==> config.mk <==
export PLATFORM = sky130hd
export DESIGN_NAME = hid_key_reporter
export DESIGN_NICKNAME = d
export VERILOG_FILES = /design/src/rtl/hid_rpt_pkg.sv /design/src/rtl/interval_timer.sv /design/src/rtl/key_sync.sv /design/src/rtl/key_debounce.sv /design/src/rtl/report_slot.sv /design/src/rtl/hid_key_reporter.sv
export SDC_FILE = /design/constraint.sdc
export NUM_CORES = 1
export LEC_CHECK = 0
export BUFFER_PORTS_ARGS = -buffer_cell sky130_fd_sc_hd__buf_2
export CAP_MARGIN = 20
export CORE_UTILIZATION = 65
export CTS_BUF_LIST = sky130_fd_sc_hd__clkbuf_8
export CTS_CLUSTER_SIZE = 25
export DETAILED_ROUTE_END_ITERATION = 8
export PLACE_DENSITY = 0.84
export SLEW_MARGIN = 10
export SYNTH_ARGS = -nofsm -noshare
export SYNTH_HDL_FRONTEND = slang
export SYNTH_SLANG_ARGS = --single-unit
==> constraint.sdc <==
create_clock -name clk -period 3.3 [get_ports clk]
set_input_delay 0.66 -clock clk [delete_from_list [all_inputs] [get_ports clk]]
set_output_delay 0.66 -clock clk [all_outputs]
set_load 0.005 [all_outputs]
==> src/rtl/hid_rpt_pkg.sv <==
// Package: shared key indices and usage-code mapping for the key reporter.
// Assumes three keys; index order sets the code priority (lowest wins).
package hid_rpt_pkg;

    localparam int unsigned NUM_KEYS = 3;
    localparam int unsigned CODE_W   = 16;

    typedef enum logic [1:0] {
        KEY_MUTE = 2'd0,
        KEY_UP   = 2'd1,
        KEY_DOWN = 2'd2
    } key_idx_e;

    localparam logic [CODE_W-1:0] CODE_MUTE = 16'hE209;
    localparam logic [CODE_W-1:0] CODE_UP   = 16'hE909;
    localparam logic [CODE_W-1:0] CODE_DOWN = 16'hEA09;
    localparam logic [CODE_W-1:0] CODE_NONE = 16'h0000;

    typedef struct packed {
        logic [NUM_KEYS-1:0] mask;
        logic [CODE_W-1:0]   code;
    } report_t;

    // Priority encode: lowest pressed index selects the code.
    function automatic logic [CODE_W-1:0] code_of(input logic [NUM_KEYS-1:0] m);
        if (m[KEY_MUTE])      return CODE_MUTE;
        else if (m[KEY_UP])   return CODE_UP;
        else if (m[KEY_DOWN]) return CODE_DOWN;
        else                  return CODE_NONE;
    endfunction

endpackage

==> src/rtl/interval_timer.sv <==
// Module: interval_timer
// Down-counter that pulses `done` once every LENGTH cycles. While `hold`
// is high the count is reloaded and `done` stays low, so the next pulse
// comes LENGTH cycles after hold falls. Assumes LENGTH >= 2.
module interval_timer #(
    parameter int unsigned LENGTH = 384000
) (
    input  logic clk,
    input  logic rst_n,
    input  logic hold,
    output logic done
);
    localparam int unsigned CNT_W = (LENGTH > 1) ? $clog2(LENGTH) : 1;
    localparam logic [CNT_W-1:0] RELOAD = CNT_W'(LENGTH - 1);

    logic [CNT_W-1:0] cnt_q;

    // Expiry when the count reaches zero outside hold.
    assign done = (cnt_q == '0) && !hold;

    // Count down, reload on expiry, hold or reset.
    always_ff @(posedge clk) begin
        if (!rst_n || hold || done) begin
            cnt_q <= RELOAD;
        end else begin
            cnt_q <= cnt_q - 1'b1;
        end
    end
endmodule

==> src/rtl/key_sync.sv <==
// Module: key_sync
// Two-flop synchronizer bringing an asynchronous button level into the
// clock domain. Resets to released (0).
module key_sync (
    input  logic clk,
    input  logic rst_n,
    input  logic async_in,
    output logic sync_out
);
    logic meta_q;
    logic sync_q;

    // Two-stage capture of the raw level.
    always_ff @(posedge clk) begin
        if (!rst_n) begin
            meta_q <= 1'b0;
            sync_q <= 1'b0;
        end else begin
            meta_q <= async_in;
            sync_q <= meta_q;
        end
    end

    assign sync_out = sync_q;
endmodule

==> src/rtl/key_debounce.sv <==
// Module: key_debounce
// Accepts a new level only after DB_SAMPLES consecutive strobed samples
// differ from the current filtered level. Any agreeing sample restarts
// the run. Assumes `sample` is a one-cycle strobe.
module key_debounce #(
    parameter int unsigned DB_SAMPLES = 4
) (
    input  logic clk,
    input  logic rst_n,
    input  logic sample,
    input  logic level_in,
    output logic level_out
);
    localparam int unsigned RUN_W = (DB_SAMPLES > 1) ? $clog2(DB_SAMPLES) : 1;
    localparam logic [RUN_W-1:0] RUN_LAST = RUN_W'(DB_SAMPLES - 1);

    logic             stable_q;
    logic [RUN_W-1:0] run_q;

    // Count disagreeing samples; flip the filtered level on the last one.
    always_ff @(posedge clk) begin
        if (!rst_n) begin
            stable_q <= 1'b0;
            run_q    <= '0;
        end else if (sample) begin
            if (level_in == stable_q) begin
                run_q <= '0;
            end else if (run_q == RUN_LAST) begin
                stable_q <= level_in;
                run_q    <= '0;
            end else begin
                run_q <= run_q + 1'b1;
            end
        end
    end

    assign level_out = stable_q;
endmodule

==> src/rtl/report_slot.sv <==
// Module: report_slot
// Single-entry report holder. On `capture` it loads the mask and its
// code, replacing any pending report. The handshake empties it, and
// `flush` drops the content. Capture wins over the handshake.
module report_slot
    import hid_rpt_pkg::*;
(
    input  logic                clk,
    input  logic                rst_n,
    input  logic                capture,
    input  logic                flush,
    input  logic [NUM_KEYS-1:0] keys,
    input  logic                ready,
    output logic                valid,
    output report_t             rpt
);
    logic    valid_q;
    report_t rpt_q;

    // Load, overwrite, hand over or drop the pending report.
    always_ff @(posedge clk) begin
        if (!rst_n) begin
            valid_q <= 1'b0;
            rpt_q   <= '0;
        end else if (flush) begin
            valid_q <= 1'b0;
        end else if (capture) begin
            valid_q    <= 1'b1;
            rpt_q.mask <= keys;
            rpt_q.code <= code_of(keys);
        end else if (valid_q && ready) begin
            valid_q <= 1'b0;
        end
    end

    assign valid = valid_q;
    assign rpt   = rpt_q;
endmodule

==> src/rtl/hid_key_reporter.sv <==
// Module: hid_key_reporter
// Top: synchronizes and debounces three buttons, then offers a report of
// the filtered state every PERIOD_CYC cycles to an endpoint buffer.
// Assumes one clock; key inputs are asynchronous; suspend is synchronous.
module hid_key_reporter
    import hid_rpt_pkg::*;
#(
    parameter int unsigned PERIOD_CYC = 384000,
    parameter int unsigned SAMPLE_CYC = 12000,
    parameter int unsigned DB_SAMPLES = 4
) (
    input  logic        clk,
    input  logic        rst_n,
    input  logic        suspend,
    input  logic        key_mute,
    input  logic        key_vol_up,
    input  logic        key_vol_dn,
    input  logic        rpt_ready,
    output logic        rpt_valid,
    output logic [2:0]  rpt_mask,
    output logic [15:0] rpt_code
);
    logic [NUM_KEYS-1:0] key_raw;
    logic [NUM_KEYS-1:0] key_synced;
    logic [NUM_KEYS-1:0] key_stable;
    logic                sample_tick;
    logic                period_done;
    report_t             slot_rpt;

    assign key_raw[KEY_MUTE] = key_mute;
    assign key_raw[KEY_UP]   = key_vol_up;
    assign key_raw[KEY_DOWN] = key_vol_dn;

    // Debounce sampling strobe, free running.
    interval_timer #(.LENGTH(SAMPLE_CYC)) u_sample_tmr (
        .clk   (clk),
        .rst_n (rst_n),
        .hold  (1'b0),
        .done  (sample_tick)
    );

    // Report interval, held in its start state during suspend.
    interval_timer #(.LENGTH(PERIOD_CYC)) u_period_tmr (
        .clk   (clk),
        .rst_n (rst_n),
        .hold  (suspend),
        .done  (period_done)
    );

    // Per-key input conditioning.
    for (genvar k = 0; k < NUM_KEYS; k++) begin : g_key
        key_sync u_sync (
            .clk      (clk),
            .rst_n    (rst_n),
            .async_in (key_raw[k]),
            .sync_out (key_synced[k])
        );
        key_debounce #(.DB_SAMPLES(DB_SAMPLES)) u_db (
            .clk       (clk),
            .rst_n     (rst_n),
            .sample    (sample_tick),
            .level_in  (key_synced[k]),
            .level_out (key_stable[k])
        );
    end

    report_slot u_slot (
        .clk     (clk),
        .rst_n   (rst_n),
        .capture (period_done),
        .flush   (suspend),
        .keys    (key_stable),
        .ready   (rpt_ready),
        .valid   (rpt_valid),
        .rpt     (slot_rpt)
    );

    assign rpt_mask = slot_rpt.mask;
    assign rpt_code = slot_rpt.code;
endmodule

# Word level (Yosys, flattened, before mapping)
# Index checks and enable logic that the tools add are counted.
dict set report classes {
  n_mux 11
  n_bitwise 5
  eq_ne 6
  addsub 5
  reduce_logical 15
}
# operator n
set ops {}
lappend ops {{2-to-1 mux 16 bit} 3}
lappend ops {{logical NOT 19 bit} 1}
lappend ops {{subtractor 19 x 1 -> 19 bit (second input constant)} 1}
lappend ops {{logical NOT 14 bit} 1}
lappend ops {{subtractor 14 x 1 -> 14 bit (second input constant)} 1}
lappend ops {{2-to-1 mux 2 bit} 6}
lappend ops {{AND reduction 3 bit} 3}
lappend ops {{adder 2 x 1 -> 2 bit (second input constant)} 3}
lappend ops {{equality test 2 bit (second input constant)} 3}
lappend ops {{inverter 1 bit} 5}
lappend ops {{equality test 1 bit} 3}
lappend ops {{logical OR 1 bit} 3}
lappend ops {{logical AND 1 bit} 2}
lappend ops {{logical NOT 1 bit} 2}
lappend ops {{2-to-1 mux 1 bit} 2}
lappend ops {{AND reduction 2 bit} 1}
lappend ops {{nonzero test 2 bit} 1}
lappend ops {{OR reduction 2 bit} 1}
dict set report word_totals {
  word_cells 59
  output_inout_bits 20
  regBits 68
}

# Longest topological paths before layout
dict set report logic_depth {
  depth_word 3
  depth_mapped 7
  ltp_nobuf 6
}

# By module
# Synthesis repeated with hierarchy kept, for this count alone.
dict set report hier_totals {
  hier_cells 264
  area_unflattened_um2 2522.4
}
# module area_each_um2 seq_area_each_um2 cells_per_inst n_inst
set modules_own_cells {}
lappend modules_own_cells {{interval_timer at u_period_tmr} 889.6 380.4 100 1}
lappend modules_own_cells {{interval_timer at u_sample_tmr} 618.1 280.3 63 1}
lappend modules_own_cells {key_debounce 143.9 60.1 14 3}
lappend modules_own_cells {report_slot 421.7 160.2 46 1}
lappend modules_own_cells {key_sync 52.6 40.0 4 3}
lappend modules_own_cells {hid_key_reporter 3.8 0.0 1 1}

# Least setup slack after synthesis
# No wires, ideal clock.
dict set report synth_path {
  path_kind {in2reg}
  from {input port suspend}
  to {register u_period_tmr.cnt_q[0]}
  path_slack_ns 1.028
  cell_stages 5
  arrival_time_ns 2.211
  t_required_ns 3.238
  path_cell_list {nor4b_1 nor3b_1 a21oi_1 clkbuf_1 nand2_1}
}
dict set report synth_between {
  elab_chain_len 3
  word_cells_on_any_way 4
  cone_classes {4 x reduce/logical}
}
# element line
set synth_rtl {}
lappend synth_rtl {{from (decl)} hid_key_reporter.sv:14} ;# input logic suspend,
lappend synth_rtl {{logical NOT 1 bit} interval_timer.sv:19} ;# assign done = (cnt_q == '0) && !hold;
lappend synth_rtl {{logical AND 1 bit} interval_timer.sv:19}
lappend synth_rtl {{logical OR 1 bit (*)} interval_timer.sv:23} ;# if (!rst_n || hold || done) begin
lappend synth_rtl {{to (signal assigned)} interval_timer.sv:26} ;# cnt_q <= cnt_q - 1'b1;
lappend synth_rtl {{to (decl)} interval_timer.sv:16} ;# logic [CNT_W-1:0] cnt_q;
# Mark *: on every way between the ends. The rest lies on a longest branch, timed or not.
# A chain may end at the register's enable or synchronous reset.

# Final worst setup path
dict set report layout_path {
  from {register u_period_tmr.cnt_q[4]}
  to {register u_period_tmr.cnt_q[17]}
}
dict set report layout_between {
  elab_chain_len 3
  word_cells_on_any_way 4
  cone_classes {1 x add/sub; 3 x reduce/logical}
}
# element
set layout_rtl {}
lappend layout_rtl {{branches (longest 3 deep; another with subtractor 19 x 1 -> 19 bit)}}
# Several ways; the timed one is not identified.

==> qor.yml <==
outcome: "finished clean"
finalHoldViolCount: 0
power_w: 0.001109
port_buffers: 18
synth_mux_area_frac: 0.008012
synthAdderAreaFrac: 0.03005
worst-path-max-fanout: 15
cts_resized: 0
nets: 311
synth_xor_area_frac: 0.07011
grt_usage: 0.2509
seq_area_frac_synth: 0.4487
critPathCaptureType: "flip-flop"
overflow: 0
wl_per_cell_um: 13.01
holdBufCountCts: 0
critical_path_class: "flip-flop to flip-flop"
num_io_pins: 27
synth_top_family_by_area: "simple AND/OR/NAND/NOR gates"
synth_top_area_frac: 0.4487
row_count: 22
yosys_most_used_dff: "dfxtp_1"
fin_worst_skew_ps: 6.385
avgSynthCellArea_um2: 8.767
yosys.cell_types.count: 38
drtIter0Drc: 163
combPwrFrac: 0.031
ys_warn_count: 0
startpoint: "u_period_tmr.cnt_q[4]"
synthArstFlopShare: 0
fin_crit_ps: 2517
vias_per_cell: 5.579
p_per_area_nw_per_um2: 416.1
syn_inst: 285
clkSlewWorstSetupHoldPaths_ps: 100
drt-total-wl_um: 4514
p_clk_frac: 0.349
p_leak_nw: 1.002
dieHeight_um: 64
worstPathArrival_ps: 2770
yosys.area.top_type: "dfxtp_1"
met2_length_um: 2233
vias: 1936
reg2reg_depth: 4
crit_required_ps: 3550
netSwitchingFraction: 0.2216
critPathLaunchType: "flip-flop"
grt_max_degree: 30
p_int_w: 0.0008632
dp.cells: 339
peakVddDrop_mv: 0.4113
synth_compound_area_frac: 0.1052
timing.max_cap.violations: 0
core_um2: 3661
area_growth_pct: 6.660
worstHoldStart: "u_sample_tmr.cnt_q[0]"
die-area_um2: 4096
cts.path.max_buffers: 2
antenna_found_initial: 0
cts_buffers: 5
dr.pass1.iters: 4
p_sw_w: 0.0002458
r2r-start: "u_period_tmr.cnt_q[4]"
grt_pass1_vias: 1807
post_cts_buffers: 0
setup_viol: 0
max_freq_mhz: 397.3
synth_area_um2: 2499
start_util: 0.6825
slew_viol_final: 0
dr.max_layer_used: "met4"
dp_hpwl_um: 3270
rsz0062_at_grt: "false"
finalSetupTns_ps: 0
r2r-end: "u_period_tmr.cnt_q[17]"
yosys.area_share.simple: 0.2694
drc: 0
cts_tree: "done"
routabilityCongestion: 0.8688
worst_skew_pair.late_latency_ps: 320
dieWidth_um: 64
min_delay_path_depth: 1
synth_area_leaders: "dfxtp_1 45%, nand3_1 4.6%, xnor2_1 4.2%"
ys_seq_elements: 56
clkSinkCount: 56
rrSetupSlack_ps: 780
clock_tree.root_cell: "clkbuf_8"
endpoint: "u_period_tmr.cnt_q[17]"
period_share: 0.7628
antenna-diode-count: 0
post-route-util: 0.7280
h-tree-depth: 2
grt_first_pass_wirelength_um: 7803
drtAntennaViolNets: 0
drt-met1-wl_um: 2084
wl_met3_um: 116
seqPwrFrac: 0.620
synth_edf_count: 0
layout-drive-gt1-share: 0.1037
final_cells: 347
hold_path_class: "flip-flop to flip-flop"
-- power groups by stage --
stage | registers (W) | logic, W | clock network, W
finish | 0.000688 | 0.0000346 | 0.000387
global route | 0.000689 | 0.0000397 | 0.000423
CTS | 0.000688 | 0.0000347 | 0.000394
detailed placement | 0.000704 | 0.0000346 | 0
global placement | 0.000703 | 0.0000338 | 0
floorplan | 0.000702 | 0.0000317 | 0
-- metrics by stage --
step	hold WS, ps	cell area, um^2	setup slack [ps]
6_report	411.4	2665	782.9
5_1_grt	434.7	2665	660.7
4_1_cts	414.7	2665	788.5
3_5_place_dp	394.4	2571	827.5
3_3_place_gp	376.3	2571	867.9
2_1_floorplan	365.6	2525	1028
-- routing by layer --
layer | vias up | global-route usage
met4 | 0 | 0.1080
met2 | 20 | 0.4255
met3 | 7 | 0.07143
met1 | 895 | 0.2933
li1 | 1014 | -
met5 | - | 0
-- worst max-delay path: stages (launching register included) --
cell     delay, ps
dfxtp_1        360
or4_1          640
or4_1          740
or4_1          570
a21oi_1        150
-- synth_stat cells, drive strengths merged (7+ instances only) --
| cell | instances |
|---|---|
| or4 | 10 |
| nand3 | 23 |
| nand2 | 26 |
| nor2 | 18 |
| o21ai | 11 |
| a21oi | 15 |
| clkbuf | 10 |
| inv | 8 |
| buf | 13 |
| xnor2 | 12 |
| xor2 | 8 |
| nor4 | 10 |
| o31ai | 7 |
| dfxtp | 56 |
-- cell usage in the layout, fill, tap and decap left out, types with 3 or more instances in the layout --
| master | Yosys | routed |
|---|---|---|
| a21o_1 | 3 | 3 |
| a21oi_1 | 15 | 15 |
| and2_1 | 6 | 6 |
| buf_2 | 0 | 18 |
| buf_4 | 12 | 4 |
| clkbuf_8 | 0 | 6 |
| conb_1 | 1 | 8 |
| dfxtp_1 | 56 | 56 |
| ha_1 | 6 | 6 |
| inv_1 | 8 | 9 |
| nand2_1 | 26 | 26 |
| nand2b_1 | 5 | 5 |
| nand3_1 | 23 | 23 |
| nand3b_1 | 5 | 5 |
| nor2_1 | 18 | 18 |
| nor3_1 | 5 | 5 |
| nor3b_1 | 3 | 3 |
| nor4_1 | 9 | 9 |
| o21ai_0 | 11 | 11 |
| o31ai_1 | 7 | 7 |
| or3_1 | 6 | 6 |
| or4_1 | 10 | 10 |
| xnor2_1 | 12 | 12 |
| xor2_1 | 8 | 8 |
-- cell families after synthesis --
| kind of cell | Yosys count |
|---|---|
| buffers and inverters | 32 |
| multiplexers | 2 |
| AO/OA/AOI/OAI | 43 |
| flip-flops | 56 |
| adder cells (fa/ha/maj) | 6 |
| other | 1 |
| AND/OR/NAND/NOR | 125 |
| XOR/XNOR | 20 |
-- final cells by class --
type                            count  area, um^2
Tap cell                           48       60.06
Sequential cell                    56        1121
Inverter                            9       33.78
Fill cell                         307       996.0
Timing Repair Buffer               22       120.1
Clock buffer                        6       82.58
Clock inverter                      2       11.26
Multi-Input combinational cell    204        1236
-- registers in the layout, indices dropped and copies added (netlist names) --
register               cells
u_period_tmr.cnt_q        19
u_sample_tmr.cnt_q        14
u_slot.rpt                 7
g_key.u_db.run_q           6
g_key.u_db.level_out       3
g_key.u_sync.meta_q        3
g_key.u_sync.sync_out      3
u_slot.valid               1
-- worst min path at each step --
stage | slack (ps) | endpoint
final | 410 | u_sample_tmr.cnt_q[0]
after global routing | 430 | u_sample_tmr.cnt_q[0]
after CTS | 410 | u_sample_tmr.cnt_q[0]
after detailed placement | 390 | u_sample_tmr.cnt_q[0]
after global placement | 380 | u_period_tmr.cnt_q[0]
after floorplan | 370 | u_period_tmr.cnt_q[0]
Note: power is estimated with default switching activity, not from simulation.
